File: src/rtl/sp_regif_pkg.sv
package sp_regif_pkg;
  localparam int MAX_W  = 24;
  localparam int CNT_W  = $clog2(MAX_W + 1);
  localparam int CMD_W  = 8;
  localparam int ADDR_W = 4;
  localparam int CMD_WE_BIT = CMD_W - 1;
  localparam int CMD_RD_BIT = CMD_W - 2;

  localparam int W_BYTE = 8;
  localparam int W_HALF = 16;
  localparam int W_WORD = 24;

  localparam logic [ADDR_W-1:0] A_STAT = 4'd0;
  localparam logic [ADDR_W-1:0] A_MODE = 4'd1;
  localparam logic [ADDR_W-1:0] A_CTRL = 4'd2;
  localparam logic [ADDR_W-1:0] A_SAMP = 4'd3;
  localparam logic [ADDR_W-1:0] A_FILT = 4'd4;
  localparam logic [ADDR_W-1:0] A_GPIO = 4'd5;

  typedef enum logic [1:0] {
    PH_CMD = 2'd0,
    PH_WR  = 2'd1,
    PH_RD  = 2'd2
  } phase_e;

  function automatic logic [CNT_W-1:0] acc_width(input logic [ADDR_W-1:0] a);
    case (a)
      A_SAMP:         return CNT_W'(W_WORD);
      A_FILT, A_GPIO: return CNT_W'(W_HALF);
      default:        return CNT_W'(W_BYTE);
    endcase
  endfunction
endpackage

File: src/rtl/sp_in_sync.sv
module sp_in_sync #(
  parameter int STAGES = 2
) (
  input  logic clk,
  input  logic rst_n,
  input  logic sclk,
  input  logic cs_n,
  input  logic din,
  output logic fall,
  output logic cs_s,
  output logic din_s
);
  logic [STAGES-1:0] sclk_p, cs_p, din_p;
  logic              sclk_d;

  always_ff @(posedge clk or negedge rst_n) begin
    if (!rst_n) begin
      sclk_p <= '1;
      cs_p   <= '1;
      din_p  <= '0;
      sclk_d <= 1'b1;
    end else begin
      sclk_p <= {sclk_p[STAGES-2:0], sclk};
      cs_p   <= {cs_p[STAGES-2:0], cs_n};
      din_p  <= {din_p[STAGES-2:0], din};
      sclk_d <= sclk_p[STAGES-1];
    end
  end

  assign fall  = sclk_d & ~sclk_p[STAGES-1];
  assign cs_s  = cs_p[STAGES-1];
  assign din_s = din_p[STAGES-1];
endmodule

File: src/rtl/sp_ones_det.sv
module sp_ones_det #(
  parameter int LIMIT = 32
) (
  input  logic clk,
  input  logic rst_n,
  input  logic fall,
  input  logic cs_s,
  input  logic din_s,
  output logic resync
);
  localparam int RW = $clog2(LIMIT + 1);

  logic [RW-1:0] run_q, run_d;
  logic          hit_q, hit_d;

  always_comb begin
    run_d = run_q;
    hit_d = 1'b0;
    if (cs_s) begin
      run_d = '0;
    end else if (fall) begin
      if (!din_s) begin
        run_d = '0;
      end else if (run_q == RW'(LIMIT - 1)) begin
        run_d = '0;
        hit_d = 1'b1;
      end else begin
        run_d = run_q + 1'b1;
      end
    end
  end

  always_ff @(posedge clk or negedge rst_n) begin
    if (!rst_n) begin
      run_q <= '0;
      hit_q <= 1'b0;
    end else begin
      run_q <= run_d;
      hit_q <= hit_d;
    end
  end

  assign resync = hit_q;
endmodule

File: src/rtl/sp_frame.sv
module sp_frame
  import sp_regif_pkg::*;
(
  input  logic              clk,
  input  logic              rst_n,
  input  logic              fall,
  input  logic              cs_s,
  input  logic              din_s,
  input  logic              resync,
  output logic [ADDR_W-1:0] rd_addr,
  input  logic [MAX_W-1:0]  rd_data,
  output logic              wr_en,
  output logic [ADDR_W-1:0] wr_addr,
  output logic [MAX_W-1:0]  wr_data,
  output logic              dout,
  output logic              dout_oe,
  output logic              idle,
  output logic [CNT_W-1:0]  bit_cnt
);
  phase_e             ph_q, ph_d;
  logic [CNT_W-1:0]   cnt_q, cnt_d, wid_q, wid_d, nw;
  logic [MAX_W-1:0]   sh_q, sh_d;
  logic [ADDR_W-1:0]  addr_q, addr_d;
  logic               oe_q, oe_d;
  logic [CMD_W-1:0]   cmd_byte;
  logic               last_bit, partial;

  assign cmd_byte = {sh_q[CMD_W-2:0], din_s};
  assign rd_addr  = cmd_byte[ADDR_W-1:0];
  assign nw       = acc_width(rd_addr);
  assign last_bit = (cnt_q == CNT_W'(1));
  assign partial  = (cnt_q != wid_q);

  always_comb begin
    ph_d   = ph_q;
    cnt_d  = cnt_q;
    wid_d  = wid_q;
    sh_d   = sh_q;
    addr_d = addr_q;
    wr_en  = 1'b0;
    oe_d   = ~cs_s;
    if (resync || (cs_s && partial)) begin
      ph_d  = PH_CMD;
      cnt_d = CNT_W'(CMD_W);
      wid_d = CNT_W'(CMD_W);
      sh_d  = '0;
    end else if (fall && !cs_s) begin
      case (ph_q)
        PH_CMD: begin
          if (last_bit) begin
            if (!cmd_byte[CMD_WE_BIT]) begin
              addr_d = rd_addr;
              cnt_d  = nw;
              wid_d  = nw;
              if (cmd_byte[CMD_RD_BIT]) begin
                ph_d = PH_RD;
                sh_d = rd_data << (CNT_W'(MAX_W) - nw);
              end else begin
                ph_d = PH_WR;
                sh_d = '0;
              end
            end else begin
              cnt_d = CNT_W'(CMD_W);
              wid_d = CNT_W'(CMD_W);
              sh_d  = '0;
            end
          end else begin
            sh_d  = {sh_q[MAX_W-2:0], din_s};
            cnt_d = cnt_q - 1'b1;
          end
        end
        PH_WR: begin
          sh_d  = {sh_q[MAX_W-2:0], din_s};
          cnt_d = cnt_q - 1'b1;
          if (last_bit) begin
            wr_en = 1'b1;
            ph_d  = PH_CMD;
            cnt_d = CNT_W'(CMD_W);
            wid_d = CNT_W'(CMD_W);
            sh_d  = '0;
          end
        end
        PH_RD: begin
          sh_d  = sh_q << 1;
          cnt_d = cnt_q - 1'b1;
          if (last_bit) begin
            ph_d  = PH_CMD;
            cnt_d = CNT_W'(CMD_W);
            wid_d = CNT_W'(CMD_W);
            sh_d  = '0;
          end
        end
        default: begin
          ph_d  = PH_CMD;
          cnt_d = CNT_W'(CMD_W);
          wid_d = CNT_W'(CMD_W);
          sh_d  = '0;
        end
      endcase
    end
  end

  always_ff @(posedge clk or negedge rst_n) begin
    if (!rst_n) begin
      ph_q   <= PH_CMD;
      cnt_q  <= CNT_W'(CMD_W);
      wid_q  <= CNT_W'(CMD_W);
      sh_q   <= '0;
      addr_q <= '0;
      oe_q   <= 1'b0;
    end else begin
      ph_q   <= ph_d;
      cnt_q  <= cnt_d;
      wid_q  <= wid_d;
      sh_q   <= sh_d;
      addr_q <= addr_d;
      oe_q   <= oe_d;
    end
  end

  assign wr_addr = addr_q;
  assign wr_data = {sh_q[MAX_W-2:0], din_s};
  assign dout    = (ph_q == PH_RD) ? sh_q[MAX_W-1] : 1'b0;
  assign dout_oe = oe_q;
  assign idle    = (ph_q == PH_CMD);
  assign bit_cnt = cnt_q;
endmodule

File: src/rtl/sp_reg_bank.sv
module sp_reg_bank
  import sp_regif_pkg::*;
#(
  parameter logic [W_BYTE-1:0] MODE_RST = 8'h00,
  parameter logic [W_BYTE-1:0] CTRL_RST = 8'h07,
  parameter logic [W_HALF-1:0] FILT_RST = 16'h0045,
  parameter logic [W_HALF-1:0] GPIO_RST = 16'h0000
) (
  input  logic              clk,
  input  logic              rst_n,
  input  logic              resync,
  input  logic              wr_en,
  input  logic [ADDR_W-1:0] wr_addr,
  input  logic [MAX_W-1:0]  wr_data,
  input  logic [ADDR_W-1:0] rd_addr,
  output logic [MAX_W-1:0]  rd_data,
  input  logic [W_BYTE-1:0] status_in,
  input  logic [W_WORD-1:0] sample_in,
  output logic [W_BYTE-1:0] mode_q,
  output logic [W_BYTE-1:0] ctrl_q,
  output logic [W_HALF-1:0] filt_q,
  output logic [W_HALF-1:0] gpio_q
);
  logic [W_BYTE-1:0] mode_d, ctrl_d;
  logic [W_HALF-1:0] filt_d, gpio_d;
  logic              unused_hi;

  assign unused_hi = ^wr_data[MAX_W-1:W_HALF];

  always_comb begin
    mode_d = mode_q;
    ctrl_d = ctrl_q;
    filt_d = filt_q;
    gpio_d = gpio_q;
    if (resync) begin
      mode_d = MODE_RST;
      ctrl_d = CTRL_RST;
      filt_d = FILT_RST;
      gpio_d = GPIO_RST;
    end else if (wr_en) begin
      case (wr_addr)
        A_MODE:  mode_d = wr_data[W_BYTE-1:0];
        A_CTRL:  ctrl_d = wr_data[W_BYTE-1:0];
        A_FILT:  filt_d = wr_data[W_HALF-1:0];
        A_GPIO:  gpio_d = wr_data[W_HALF-1:0];
        default: ;
      endcase
    end
  end

  always_ff @(posedge clk or negedge rst_n) begin
    if (!rst_n) begin
      mode_q <= MODE_RST;
      ctrl_q <= CTRL_RST;
      filt_q <= FILT_RST;
      gpio_q <= GPIO_RST;
    end else begin
      mode_q <= mode_d;
      ctrl_q <= ctrl_d;
      filt_q <= filt_d;
      gpio_q <= gpio_d;
    end
  end

  always_comb begin
    case (rd_addr)
      A_STAT:  rd_data = MAX_W'(status_in);
      A_MODE:  rd_data = MAX_W'(mode_q);
      A_CTRL:  rd_data = MAX_W'(ctrl_q);
      A_SAMP:  rd_data = MAX_W'(sample_in);
      A_FILT:  rd_data = MAX_W'(filt_q);
      A_GPIO:  rd_data = MAX_W'(gpio_q);
      default: rd_data = '0;
    endcase
  end
endmodule

File: src/rtl/serport_regif.sv
module serport_regif
  import sp_regif_pkg::*;
#(
  parameter int                SYNC_STAGES = 2,
  parameter int                RESYNC_ONES = 32,
  parameter logic [W_BYTE-1:0] MODE_RST    = 8'h00,
  parameter logic [W_BYTE-1:0] CTRL_RST    = 8'h07,
  parameter logic [W_HALF-1:0] FILT_RST    = 16'h0045,
  parameter logic [W_HALF-1:0] GPIO_RST    = 16'h0000
) (
  input  logic              clk,
  input  logic              rst_n,
  input  logic              sclk,
  input  logic              cs_n,
  input  logic              din,
  output logic              dout,
  output logic              dout_oe,
  input  logic [W_BYTE-1:0] status_in,
  input  logic [W_WORD-1:0] sample_in,
  output logic [W_BYTE-1:0] mode_o,
  output logic [W_BYTE-1:0] ctrl_o,
  output logic [W_HALF-1:0] filt_o,
  output logic [W_HALF-1:0] gpio_o
);
  logic              fall, cs_s, din_s, resync;
  logic              wr_en, cmd_idle;
  logic [ADDR_W-1:0] rd_addr, wr_addr;
  logic [MAX_W-1:0]  rd_data, wr_data;
  logic [CNT_W-1:0]  bit_cnt;

  sp_in_sync #(.STAGES(SYNC_STAGES)) u_sync (
    .clk(clk), .rst_n(rst_n), .sclk(sclk), .cs_n(cs_n), .din(din),
    .fall(fall), .cs_s(cs_s), .din_s(din_s)
  );

  sp_ones_det #(.LIMIT(RESYNC_ONES)) u_ones (
    .clk(clk), .rst_n(rst_n), .fall(fall), .cs_s(cs_s), .din_s(din_s),
    .resync(resync)
  );

  sp_frame u_frame (
    .clk(clk), .rst_n(rst_n), .fall(fall), .cs_s(cs_s), .din_s(din_s),
    .resync(resync), .rd_addr(rd_addr), .rd_data(rd_data),
    .wr_en(wr_en), .wr_addr(wr_addr), .wr_data(wr_data),
    .dout(dout), .dout_oe(dout_oe), .idle(cmd_idle), .bit_cnt(bit_cnt)
  );

  sp_reg_bank #(
    .MODE_RST(MODE_RST), .CTRL_RST(CTRL_RST),
    .FILT_RST(FILT_RST), .GPIO_RST(GPIO_RST)
  ) u_bank (
    .clk(clk), .rst_n(rst_n), .resync(resync),
    .wr_en(wr_en), .wr_addr(wr_addr), .wr_data(wr_data),
    .rd_addr(rd_addr), .rd_data(rd_data),
    .status_in(status_in), .sample_in(sample_in),
    .mode_q(mode_o), .ctrl_q(ctrl_o), .filt_q(filt_o), .gpio_q(gpio_o)
  );
endmodule

File: config.mk
export PLATFORM = sky130hd
export DESIGN_NAME = serport_regif
export DESIGN_NICKNAME = d
export VERILOG_FILES = /design/src/rtl/sp_regif_pkg.sv /design/src/rtl/sp_in_sync.sv /design/src/rtl/sp_ones_det.sv /design/src/rtl/sp_frame.sv /design/src/rtl/sp_reg_bank.sv /design/src/rtl/serport_regif.sv
export SDC_FILE = /design/constraint.sdc
export NUM_CORES = 1
export LEC_CHECK = 0
export BUFFER_PORTS_ARGS = -buffer_cell sky130_fd_sc_hd__buf_2
export CAP_MARGIN = 30
export CORE_ASPECT_RATIO = 2
export CORE_MARGIN = 2
export CORE_UTILIZATION = 57
export DETAILED_ROUTE_END_ITERATION = 8
export PLACE_DENSITY = 0.8
export SLEW_MARGIN = 15
export SYNTH_ARGS = -nofsm -noshare
export SYNTH_HDL_FRONTEND = slang
export SYNTH_SLANG_ARGS = --single-unit
File: constraint.sdc
create_clock -name clk -period 2.85 [get_ports clk]
set_input_delay 0.4275 -clock clk [delete_from_list [all_inputs] [get_ports clk]]
set_output_delay 0.4275 -clock clk [all_outputs]
set_load 0.01 [all_outputs]
==> results of run 1 <==
worst reg2reg max path, cell delays in order (launching register included):
cell and delay, ps:
sky130_fd_sc_hd__dfrtp_1 390, sky130_fd_sc_hd__inv_1 100, sky130_fd_sc_hd__ha_1 200, sky130_fd_sc_hd__or4b_1 570, sky130_fd_sc_hd__or4_4 650, sky130_fd_sc_hd__nor4_2 300
sky130_fd_sc_hd__a221o_1 150
synthesized netlist by cell type, types with 4 or more instances:
cell type | number | area [µm²]
sky130_fd_sc_hd__o2111ai_1 | 6 | 52.6
sky130_fd_sc_hd__a21oi_1 | 11 | 55.1
sky130_fd_sc_hd__nor2b_1 | 6 | 37.5
sky130_fd_sc_hd__dfrtp_1 | 87 | 2180
sky130_fd_sc_hd__o21ai_0 | 20 | 100
sky130_fd_sc_hd__a2bb2oi_1 | 6 | 52.6
sky130_fd_sc_hd__nand3_1 | 7 | 35.0
sky130_fd_sc_hd__nand3b_1 | 4 | 30.0
sky130_fd_sc_hd__buf_1 | 4 | 15.0
sky130_fd_sc_hd__nor3b_1 | 6 | 45.0
sky130_fd_sc_hd__nor3_1 | 5 | 25.0
sky130_fd_sc_hd__and3_1 | 7 | 43.8
sky130_fd_sc_hd__clkbuf_1 | 28 | 105
sky130_fd_sc_hd__nor4_2 | 4 | 50.1
sky130_fd_sc_hd__mux2i_1 | 64 | 641
sky130_fd_sc_hd__a211o_1 | 4 | 35.0
sky130_fd_sc_hd__nand2_1 | 18 | 67.6
sky130_fd_sc_hd__nand4_1 | 5 | 31.3
sky130_fd_sc_hd__a32o_1 | 8 | 80.1
sky130_fd_sc_hd__nor2_1 | 62 | 233
sky130_fd_sc_hd__inv_1 | 11 | 41.3
sky130_fd_sc_hd__mux4_2 | 8 | 180
sky130_fd_sc_hd__ha_1 | 7 | 87.6
sky130_fd_sc_hd__mux2_2 | 8 | 90.1
sky130_fd_sc_hd__nand2b_1 | 7 | 43.8
sky130_fd_sc_hd__xnor2_1 | 4 | 35.0
sky130_fd_sc_hd__o22ai_1 | 9 | 56.3
sky130_fd_sc_hd__a221o_1 | 10 | 100
sky130_fd_sc_hd__dfstp_2 | 13 | 342
sky130_fd_sc_hd__buf_2 | 9 | 45.0
sky130_fd_sc_hd__o211ai_1 | 19 | 143
path summary, 6_finish.rpt:
| check | startpoint | to | cells after the start |
|---|---|---|---|
| worst max-delay path | u_frame.bit_cnt[1]$_DFFE_PN0P_ | u_frame.sh_q[12]$_DFFE_PN0P_ | 6 |
| worst min-delay path | rst_n | u_ones.run_q[4]$_DFFE_PN0P_ | 1 |
| worst max register to register | u_frame.bit_cnt[1]$_DFFE_PN0P_ | u_frame.sh_q[12]$_DFFE_PN0P_ | 6 |
| worst min register to register | u_sync.din_p[0]$_DFF_PN0_ | u_sync.din_p[1]$_DFF_PN0_ | 0 |
| min in group clk | cs_n | u_sync.cs_p[0]$_DFF_PN1_ | 1 |
| max in group asynchronous | rst_n | u_bank.filt_q[2]$_DFFE_PN1P_ | 2 |
through the flow:
| stage | hold WS (ps) | worst slack (ps) |
|---|---|---|
| global placement | 334 | 598 |
| CTS | 95.6 | 446 |
| finish | 65.8 | 438 |
| global route | 128 | 314 |
| floorplan | 132 | 631 |
| detailed placement | 345 | 505 |
routing by layer:
metal  vias to the layer above  GRT usage, %  wire (µm)
met4                         0          15.1        639
met5                         -             0          0
met3                        53          5.24       1030
li1                       2066             -          -
met2                       238          52.3       8150
met1                      2309          36.9       5520
layout by cell type (no fill, tap or decap), types with 4 or more instances in the layout:
cell type and count:
sky130_fd_sc_hd__a211o_1 4, sky130_fd_sc_hd__dfrtp_1 86, sky130_fd_sc_hd__o211ai_1 19, sky130_fd_sc_hd__a32o_1 8, sky130_fd_sc_hd__nor3b_1 6, sky130_fd_sc_hd__o22ai_1 9
sky130_fd_sc_hd__nor4_2 4, sky130_fd_sc_hd__clkbuf_16 9, sky130_fd_sc_hd__nand2_1 18, sky130_fd_sc_hd__and3_1 7, sky130_fd_sc_hd__o21ai_0 20, sky130_fd_sc_hd__inv_1 11
sky130_fd_sc_hd__mux2_2 8, sky130_fd_sc_hd__o2111ai_1 6, sky130_fd_sc_hd__ha_1 7, sky130_fd_sc_hd__nand3_1 7, sky130_fd_sc_hd__nor2b_1 6, sky130_fd_sc_hd__xnor2_1 4
sky130_fd_sc_hd__nor3_1 5, sky130_fd_sc_hd__mux4_2 8, sky130_fd_sc_hd__nand3b_1 4, sky130_fd_sc_hd__dfstp_2 13, sky130_fd_sc_hd__a221o_1 10, sky130_fd_sc_hd__nand4_1 5
sky130_fd_sc_hd__nor2_1 62, sky130_fd_sc_hd__nand2b_1 7, sky130_fd_sc_hd__a21oi_1 11, sky130_fd_sc_hd__buf_4 20, sky130_fd_sc_hd__a2bb2oi_1 6, sky130_fd_sc_hd__mux2i_1 64
sky130_fd_sc_hd__buf_2 85
registers in the layout, summed over array words and instances, names as in the netlist:
register and flops:
u_frame.sh_q 24, u_sync.sclk_d 1, u_bank.mode_q 8, u_sync.cs_p 2
u_frame.bit_cnt 5, u_bank.gpio_q 16, u_ones.run_q 6, u_sync.sclk_p 2
u_sync.din_p 2, u_frame.wid_q 2, u_frame.ph_q 2, u_frame.wr_addr 4
u_ones.resync 1, u_bank.ctrl_q 8, u_frame.dout_oe 1, u_bank.filt_q 16
final cells by class:
class | count | share of cell area, %
Tap cell | 104 | 2.06
Sequential cell | 100 | 39.9
Clock inverter | 6 | 0.972
Multi-Input combinational cell | 361 | 43.3
Clock buffer | 10 | 3.63
Timing Repair Buffer | 106 | 9.44
Inverter | 11 | 0.654
report_power, final:
part | internal (W) | switching, W | total (W)
clock network | 0.000611 | 0.000582 | 0.00119
logic | 0.000309 | 0.000530 | 0.000839
registers | 0.00147 | 0.0000893 | 0.00156
kinds of logic after synthesis:
family / after synthesis / share of synthesized area [%]
flip-flops: 100 / 46.1
adder cells (fa/ha/maj): 7 / 1.60
buffers and inverters: 53 / 3.99
multiplexers: 80 / 16.7
AO/OA/AOI/OAI: 114 / 15.4
XOR/XNOR: 5 / 0.802
AND/OR/NAND/NOR: 155 / 15.4
==> key figures, run 1 <==
Clock tree
  – Clk pin slew, worst setup/hold paths: about 80 ps
  – Number of levels the H-tree was split into: 3
  – Post-CTS Setup Bufs: 0
  – Clk Latency, worst-skew pair: 360 ps
  – Number of gates given a new drive strength after cts: 0
  – Cell at the root of the clock tree: sky130_fd_sc_hd__clkbuf_16
  – TritonCTS Sinks: 100
  – Number of CTS-inserted buffers: 9
  – TritonCTS clock tree: done
  – Maximum buffer depth of the clock tree: 2
  – Hold buffer count at CTS: 0

Final layout
  – Utilization after layout: 67.7%
  – Fillcell total: 707
  – FF+latch area: 2520 µm²
  – Final Instance Count excl. Fillers: 698
  – Net count, final: 633
  – Share of final-layout standard cells stronger than drive strength 1: a little over a quarter
  – N_diodes: 0
  – Final Instance Area: 6310 µm²
  – Footprint of the multi-input gates: approximately 2700 µm²
  – Area grow syn2layout: 15.5%

Floorplan
  – Die span in x: 73.2 µm
  – Initial Util: 58.6%
  – Number of placement rows: 50
  – Die Y-Extent: 142 µm
  – Total die area: roughly 10000 µm²
  – Number of top-level pins: 87
  – Std-Cell Core Area: 9320 µm²

Worst setup path
  – Setup CP Type: reg2reg
  – Stage delay of the slowest cell on the critical path: 650 ps
  – Largest fanout on the critical path: 9
  – Dominant delay contributor by cell family on the critical path: simple AND/OR/NAND/NOR gates
  – Worst endpoint data arrival time: 2710 ps
  – Max stage delay cell, worst path: sky130_fd_sc_hd__or4_4
  – Required time of the critical path: 3150 ps
  – Count of buffering cells on the critical path with inverters included: 1
  – Capturing element type of the critical path: flop
  – CP startpoint kind: flop
  – Cells along the critical path: inv_1 -> ha_1 -> or4b_1 -> or4_4 -> nor4_2 -> a221o_1
  – Reg2reg setup slack: between 400 and 500 ps

Power
  – Cell area power density: approximately 570 nW/µm²
  – P_leak: 3.24 nW
  – Peak supply drop: 0.418 mV
  – Overall Power: 0.00360 W

Drt
  – Total vias in the final route: approximately 4700
  – Drc violations: 0
  – Routed length per instance: approximately 22 µm
  – First-iteration detailed-routing DRC count: around 390
  – Routed wire length: ~15 mm
  – Post-detailed-route via-to-cell ratio: 6.68
  – Number of nets with antenna violations after detailed routing: 0
  – Drt first pass iters: 5

Synth
  – Main synth FF type: sky130_fd_sc_hd__dfrtp_1
  – Async SR Flop Fraction: 100%
  – Sequential-to-total area share from yosys stat: 46.1%
  – Average size of a mapped cell: ~11 µm²
  – Gate Count Post-Synth: 514
  – Number of flops mapped to enable cells by yosys: 0
  – Number of warnings printed during yosys synthesis: 0
  – Cell area after technology mapping: 5460 µm²
  – Nets in the synthesized netlist: 558
  – Count of unique library cells instantiated by Yosys: 59
  – FF+latch count, synth: 100

Timing
  – Maximum operating frequency: 415 MHz
  – Fin Setup TNS: 0 ps
  – Final setup skew: 8.64 ps
  – Shortest period the worst path allows: 2410 ps
  – Setup violation total in the final timing report: 0
  – Share of the clock period used by the worst path: 84.6%
  – RSZ-0062 raised after global routing: false
  – Headroom to the max-slew limit: approximately 47%
  – Worst-Margin Slew: between 700 and 800 ps
  – Final Max Slew Viols: 0
  – Final hold vios: 0

GRT
  – Number of global-route vias before repair: 4649
  – Overall Global Routing Usage: between 30% and 40%
  – Initial antenna violation count: 0
  – Congestion Overflow GR: 0
  – Global-route wire length before repair: 24.4 mm
  – Maximum number of pins on one net before global-route repair: 56

Hold path
  – Tightest Hold Check Type: in2async

Place
  – Placed cell areas: 6020 µm²
  – Post-placement cell count: roughly 680
  – Placer congestion estimate: 0.996
  – Half-perimeter wire length of the detailed placement result: ~11 mm
  – Number of buffers inserted by port buffering: 86

Outcome
  – Run status: complete, no violations

Flow run
  – Number of max-cap violations: 0
(Power assumes the default switching activity.)
==> inputs of run 2 (changes only) <==
==> constraint.sdc (replaced) <==
create_clock -name clk -period 2.5 [get_ports clk]
set_input_delay 0.375 -clock clk [delete_from_list [all_inputs] [get_ports clk]]
set_output_delay 0.375 -clock clk [all_outputs]
set_load 0.01 [all_outputs]
==> run 2 against run 1 <==
Effect of this change: sequential cell count stayed put; core utilization up 0.36 points; die area stayed put; sequential share of layout area decreased by 0.21 points; power up 13%; non-clock buffer count up 4; clock power up 11%; clock-buffer cell count unchanged; largest cell class unchanged; highest routed layer unchanged.
==> key figures, run 2 (synthesized netlist as in run 1, its figures left out) <==
Clock tree
  – Maximum buffer depth of the clock tree: 2 (unchanged)
  – Clk pin slew, worst setup/hold paths: 70 ps (about the same)
  – Clk Latency, worst-skew pair: 350 ps (about the same)
  – Number of levels the H-tree was split into: 3 (unchanged)
  – Post-CTS Setup Bufs: 0 (unchanged)
  – TritonCTS Sinks: 100 (unchanged)
  – Cell at the root of the clock tree: sky130_fd_sc_hd__clkbuf_16
  – Number of gates given a new drive strength after cts: 0 (unchanged)
  – TritonCTS clock tree: done
  – Number of CTS-inserted buffers: 9 (unchanged)

Final layout
  – Final Instance Count excl. Fillers: 702 (+0.57%)
  – Area grow syn2layout: 16.1%
  – Net count, final: 637 (+0.63%)
  – Largest regs: u_frame.sh_q x24, u_bank.filt_q x16, u_bank.gpio_q x16
  – N_diodes: 0 (unchanged)
  – Most frequent standard cell in the layout excluding fill and tap cells: sky130_fd_sc_hd__dfrtp_1
  – Most used cells in the layout excluding fill and tap cells: sky130_fd_sc_hd__dfrtp_1, sky130_fd_sc_hd__buf_2, sky130_fd_sc_hd__mux2i_1, sky130_fd_sc_hd__nor2_1, sky130_fd_sc_hd__buf_4
  – Biggest register: u_frame.sh_q
  – Share of final-layout standard cells stronger than drive strength 1: 27.8% (+0.32 points)
  – Number of flip-flops in the largest register: 24 (unchanged)

GRT
  – Overall Global Routing Usage: 30.8% (-0.039 points)
  – Global-route wire length before repair: 24.6 mm (+0.76%)
  – Initial antenna violation count: 0 (unchanged)
  – Congestion Overflow GR: 0 (unchanged)
  – Maximum number of pins on one net before global-route repair: 79 (+41%)
  – Number of global-route vias before repair: 4746 (+2.1%)

Timing
  – Final setup skew: 5.08 ps (-3.56 ps)
  – Final Max Slew Viols: 0 (unchanged)
  – Final hold vios: 0 (unchanged)
  – RSZ-0062 raised after global routing: false
  – Setup ws final: 161 ps (-276 ps)
  – Headroom to the max-slew limit: 52.5% (+5.3 points)
  – Fin Setup TNS: 0 ps (unchanged)
  – Shortest period the worst path allows: 2340 ps (-73.6 ps)
  – Worst-Margin Slew: 713 ps (-69.0 ps)
  – Setup violation total in the final timing report: 0 (unchanged)
  – Share of the clock period used by the worst path: 93.6% (+8.9 points)
  – Maximum operating frequency: 428 MHz (+3.1%)

Drt
  – Total vias in the final route: 4665 (-0.021%)
  – Routed wire length: 15.3 mm (-0.25%)
  – Number of nets with antenna violations after detailed routing: 0 (unchanged)
  – Drc violations: 0 (unchanged)
  – Routed length per instance: 21.8 µm (-0.82%)
  – Post-detailed-route via-to-cell ratio: 6.65 (-0.59%)
  – Drt first pass iters: 5 (unchanged)
  – First-iteration detailed-routing DRC count: 483 (+25%)

Power
  – P_leak: 3.25 nW (+0.34%)
  – Peak supply drop: 0.439 mV (+5.0%)
  – Cell area power density: 642 nW/µm² (+13%)

Floorplan
  – Number of placement rows: 50 (unchanged)
  – Number of top-level pins: 87 (unchanged)
  – Die Y-Extent: 142 µm (unchanged)
  – Initial Util: 58.6% (unchanged)
  – Std-Cell Core Area: 9320 µm² (unchanged)
  – Total die area: 10400 µm² (unchanged)
  – Die span in x: 73.2 µm (unchanged)

Worst setup path
  – Reg2reg setup slack: 160 ps (-280 ps)
  – Worst reg2reg path endpoint: u_frame.sh_q[9]$_DFFE_PN0P_
  – Source of the critical timing path: u_frame.bit_cnt[1]$_DFFE_PN0P_
  – Max stage delay cell, worst path: sky130_fd_sc_hd__or4_4
  – Worst endpoint data arrival time: 2620 ps (-90 ps)
  – Cells along the critical path: inv_1 -> ha_1 -> or4b_1 -> or4_4 -> nor4_2 -> a221o_1
  – Required time of the critical path: 2790 ps (-360 ps)
  – Dominant delay contributor by cell family on the critical path: simple AND/OR/NAND/NOR gates
  – R2R Path Start: u_frame.bit_cnt[1]$_DFFE_PN0P_
  – Capturing element type of the critical path: flop
  – Cells on worst reg2reg path: 6 (unchanged)
  – CP startpoint kind: flop
  – Setup CP Type: reg2reg
  – Total number of cells along the worst setup path: 6 (unchanged)
  – Stage delay of the slowest cell on the critical path: 640 ps (about the same)
  – Capturing instance or port of the critical path: u_frame.sh_q[9]$_DFFE_PN0P_
  – Largest fanout on the critical path: 9 (unchanged)
  – Count of buffering cells on the critical path with inverters included: 1 (unchanged)

Hold path
  – Tightest Hold Check Type: in2reg

Place
  – Half-perimeter wire length of the detailed placement result: 10.9 mm (-1.1%)
  – Worst slack after detailed placement: 176 ps (-329 ps)
  – Post-placement cell count: 685 (+0.44%)
  – Number of buffers inserted by port buffering: 86 (unchanged)
  – Placer congestion estimate: 0.927 (-6.9%)

Flow run
  – Number of max-cap violations: 0 (unchanged)

Outcome
  – Run status: complete, no violations
run 2: cell types whose count changed in the layout (fill, tap and decap cells not counted), sizes merged:
cell         delta
buf             +3
clkinv          -3
clkinvlp        +2
dlygate4sd3     +1
inv             +1
run 2: repair_timing:
item / in CTS / in global routing
hold buffers: 1 / 0
hold endpoints to repair: 15 / 0
endpoints found under the setup margin: 0 / 0
run 2: worst reg2reg max path: cells and delay by family (launching register included):
family	cells	cell delay (ps)
AOI/OAI and AO/OA	1	160
adders and majority gates	1	170
buffers and inverters	1	100
DFF	1	380
and+or+nand+nor	3	1470
run 2: how the worst min path moves through the flow:
| stage | to | cells after the start | start | slack [ps] |
|---|---|---|---|---|
| after CTS | u_sync.sclk_p[0]$_DFF_PN1_ | 1 | sclk | 120 |
| after global routing | u_sync.sclk_p[0]$_DFF_PN1_ | 1 | sclk | 110 |
| final | u_sync.sclk_p[0]$_DFF_PN1_ | 1 | sclk | 120 |
| after floorplan | u_bank.ctrl_q[3]$_DFFE_PN0P_ | 0 | rst_n | 80 |
| after global placement | u_ones.run_q[5]$_DFFE_PN0P_ | 1 | rst_n | 290 |
| after detailed placement | u_frame.bit_cnt[0]$_DFFE_PN0P_ | 1 | rst_n | 290 |
run 2: power breakdown:
group          internal (W)  leakage, nW  switching (W)
clock network      0.000687        0.129       0.000629
logic              0.000377         1.78       0.000599
registers           0.00168         1.34       0.000100
run 2: metrics by stage:
step	power, W	cell area [µm²]	hold WS [ps]	utilization [%]
final	0.00407	6340	121	68.1
after global routing	0.00425	6340	114	68.1
after CTS	0.00407	6340	118	68.1
after detailed placement	0.00276	6050	294	65.0
after global placement	0.00273	6050	289	65.0
after floorplan	0.00244	5460	79.4	-
run 2: cell type report:
cell class                 instances  area (µm²)
clock buffer                      10         229
clock inverter                     6        50.0
fill                             723        2980
inverter                          11        41.3
multi-input combinational        361        2730
sequential                       100        2520
tap                              104         130
timing repair buffer             110         641
run 2: metal layers:
metal,up-vias,global-route usage [%],routed length [µm]
li1,2065,-,-
met1,2320,36.4,5570
met2,225,53.3,8200
met3,55,5.24,936
met4,0,13.5,593
met5,-,0,0
==> inputs of run 3 (changes only) <==
--- a/config.mk
+++ b/config.mk
@@ -9,10 +9,11 @@
 export CAP_MARGIN = 30
 export CORE_ASPECT_RATIO = 2
 export CORE_MARGIN = 2
-export CORE_UTILIZATION = 57
+export CORE_UTILIZATION = 58
 export DETAILED_ROUTE_END_ITERATION = 8
-export PLACE_DENSITY = 0.8
+export PLACE_DENSITY = 0.81
 export SLEW_MARGIN = 15
 export SYNTH_ARGS = -nofsm -noshare
 export SYNTH_HDL_FRONTEND = slang
+export SYNTH_HIERARCHICAL = 1
 export SYNTH_SLANG_ARGS = --single-unit
==> run 3 against run 2 <==
Effect of this change: the flow now finishes with violations (negative hold slack); synthesized cell count up 7.8%; combinational power down 51%; global-route usage down 1.5 points; sequential share of layout area down 1.1 points; critical path depth up 1.
==> key figures, run 3 <==
Place
  – Number of buffers inserted by port buffering: 86 (unchanged)
  – Worst slack after detailed placement: 66.0 ps (-110 ps)
  – Placer congestion estimate: 0.891 (-3.9%)
  – Placed cell areas: 6220 µm² (+2.7%)
  – Half-perimeter wire length of the detailed placement result: 11.0 mm (+1.1%)

Worst setup path
  – CP startpoint kind: flop
  – Required time of the critical path: 2690 ps (-100 ps)
  – Setup CP Type: reg2reg
  – Stage delay of the slowest cell on the critical path: 640 ps (about the same)
  – Cells along the critical path: inv_1 -> ha_1 -> nor4b_2 -> and4_1 -> nand3b_1 -> or3_1 -> mux2i_1
  – Max stage delay cell, worst path: sky130_fd_sc_hd__or3_1
  – Worst endpoint data arrival time: 2530 ps (-90 ps)
  – Capturing element type of the critical path: flop
  – Largest fanout on the critical path: 9 (unchanged)

GRT
  – Overall Global Routing Usage: 29.3% (-1.5 points)
  – Congestion Overflow GR: 0 (unchanged)
  – Maximum number of pins on one net before global-route repair: 73 (-7.6%)
  – Global-route wire length before repair: 23.8 mm (-3.1%)
  – Initial antenna violation count: 0 (unchanged)
  – Number of global-route vias before repair: 4726 (-0.42%)

Final layout
  – Net count, final: 662 (+3.9%)
  – N_diodes: 0 (unchanged)
  – Largest regs: u_frame/sh_q x24, u_bank/filt_q x16, u_bank/gpio_q x16
  – Area grow syn2layout: 14.0%
  – Footprint of the multi-input gates: 2860 µm² (+4.7%)
  – Share of final-layout standard cells stronger than drive strength 1: 24.9% (-2.9 points)
  – FF+latch area: 2520 µm² (about the same)
  – Number of flip-flops in the largest register: 24 (unchanged)
  – Most frequent standard cell in the layout excluding fill and tap cells: sky130_fd_sc_hd__dfrtp_1
  – Most used cells in the layout excluding fill and tap cells: sky130_fd_sc_hd__dfrtp_1, sky130_fd_sc_hd__buf_2, sky130_fd_sc_hd__mux2i_1, sky130_fd_sc_hd__nand2b_1, sky130_fd_sc_hd__nor2_1
  – Fillcell total: 765 (+5.8%)
  – Final Instance Area: 6530 µm² (+2.9%)
  – Biggest register: u_frame/sh_q

Clock tree
  – TritonCTS Sinks: 100 (unchanged)
  – Maximum buffer depth of the clock tree: 2 (unchanged)
  – Post-CTS Setup Bufs: 0 (unchanged)
  – TritonCTS clock tree: done
  – Clk Latency, worst-skew pair: 340 ps (about the same)
  – Clk pin slew, worst setup/hold paths: 70 ps (about the same)
  – Number of levels the H-tree was split into: 3 (unchanged)
  – Hold buffer count at CTS: 0 (-1)
  – Number of CTS-inserted buffers: 9 (unchanged)
  – Number of gates given a new drive strength after cts: 0 (unchanged)
  – Cell at the root of the clock tree: sky130_fd_sc_hd__clkbuf_16

Power
  – Share of total power consumed by net switching: 26.1% (-6.5 points)
  – Clk pwr share: 38.3% (+6.0 points)
  – Overall Power: 0.00352 W (-14%)
  – Net switching power figure: 0.000921 W (-31%)
  – Peak supply drop: 0.467 mV (+6.5%)
  – Cell area power density: 540 nW/µm² (-16%)
  – P_leak: 3.04 nW (-6.3%)
  – Relative contribution of combinational cells to total power: 13.5% (-10 points)
  – Cell internal pwr: 0.00260 W (-5.3%)
  – Reg power frac: 48.2% (+4.5 points)

Floorplan
  – Number of placement rows: 51 (+2.0%)
  – Number of top-level pins: 87 (unchanged)
  – Die span in x: 74.2 µm (+1.4%)
  – Die Y-Extent: 144 µm (+1.4%)
  – Total die area: 10700 µm² (+2.9%)
  – Std-Cell Core Area: 9700 µm² (+4.1%)
  – Initial Util: 59.0% (+0.41 points)

Timing
  – RSZ-0062 raised after global routing: false
  – Shortest period the worst path allows: 2340 ps (-2.81 ps)
  – Setup ws final: 164 ps (+2.81 ps)
  – Final setup skew: 10.6 ps (+5.50 ps)
  – Hold WS: -0.421 ps (-121 ps)
  – Setup violation total in the final timing report: 0 (unchanged)
  – Fin Setup TNS: 0 ps (unchanged)
  – Worst-Margin Slew: 902 ps (+190 ps)
  – Share of the clock period used by the worst path: 93.4% (-0.11 points)
  – Maximum operating frequency: 428 MHz (+0.12%)
  – Final hold vios: 1 (+1)
  – Final Max Slew Viols: 0 (unchanged)
  – Headroom to the max-slew limit: 39.7% (-13 points)

Drt
  – Drt first pass iters: 5 (unchanged)
  – Routed length per instance: 20.1 µm (-7.9%)
  – Total vias in the final route: 4734 (+1.5%)
  – Routed wire length: 15.1 mm (-0.98%)
  – Number of nets with antenna violations after detailed routing: 0 (unchanged)
  – First-iteration detailed-routing DRC count: 464 (-3.9%)
  – Drc violations: 0 (unchanged)
  – Post-detailed-route via-to-cell ratio: 6.27 (-5.6%)

Synth
  – Average size of a mapped cell: 10.3 µm² (-2.8%)
  – Cell area after technology mapping: 5720 µm² (+4.8%)
  – Nets in the synthesized netlist: 598 (+7.2%)
  – Gate Count Post-Synth: 554 (+7.8%)
  – Number of warnings printed during yosys synthesis: 6 (+6)

Outcome
  – Violations in the final reports: negative hold slack
  – Run status: complete, but fails checks

Hold path
  – Tightest Hold Check Type: in2async

Flow run
  – Number of max-cap violations: 0 (unchanged)
-- run 3: worst paths after layout --
path | start | to | slack [ps] | cells past startpoint
max in group asynchronous | rst_n | u_ones/run_q[0]$_DFFE_PN0P_ | 1780 | 2
min in group clk | cs_n | u_sync/cs_p[0]$_DFF_PN1_ | 130 | 1
max | u_frame/bit_cnt[1]$_DFFE_PN0P_ | u_bank/filt_q[12]$_DFFE_PN0P_ | 160 | 7
max reg2reg | u_frame/bit_cnt[1]$_DFFE_PN0P_ | u_bank/filt_q[12]$_DFFE_PN0P_ | 160 | 7
min | rst_n | u_sync/din_p[0]$_DFF_PN0_ | -0.4 | 1
min reg2reg | u_sync/sclk_p[0]$_DFF_PN1_ | u_sync/sclk_p[1]$_DFF_PN1_ | 360 | 0
-- run 3: critical path: cells and delay by family (launching register included) --
kind	cells	cell delay, ps
multiplexers	1	210
flip-flops	1	390
AND/OR/NAND/NOR	4	1330
adder cells (fa/ha/maj)	1	180
buffers and inverters	1	80
-- run 3: layer usage --
metal	vias to the layer above	share of wire [%]	routed length [µm]	track usage (%)
met4	0	4.6	697	16.0
met2	221	54	8120	50.8
met1	2330	36	5460	33.7
met3	46	5.8	872	4.60
li1	2137	-	-	-
met5	-	0	0	0
-- run 3: layout make-up --
type                    instances  area share (%)
clock inverters                 3           0.288
flip-flops and latches        100            38.6
well taps                     132            2.53
clock buffers                  13            4.16
multi-input cells             383            43.8
repair buffers                109            9.72
inverters                      15           0.863
-- run 3: per-stage QoR --
step | util, % | std cells | hold slack, ps
after floorplan | - | 554 | 79.4
after global placement | 64.0 | 738 | 337
after detailed placement | 64.1 | 739 | 348
after CTS | 67.1 | 755 | 9.80
after global routing | 67.3 | 755 | 39.9
final | 67.3 | 755 | -0.421
-- run 3: power groups by stage --
| stage | clock network (W) | logic (W) | registers (W) |
|---|---|---|---|
| 2_1_floorplan | 0 | 0.000294 | 0.00171 |
| 3_3_place_gp | 0 | 0.000446 | 0.00172 |
| 3_5_place_dp | 0 | 0.000460 | 0.00173 |
| 4_1_cts | 0.00137 | 0.000462 | 0.00170 |
| 5_1_grt | 0.00143 | 0.000508 | 0.00170 |
| 6_report | 0.00135 | 0.000474 | 0.00170 |
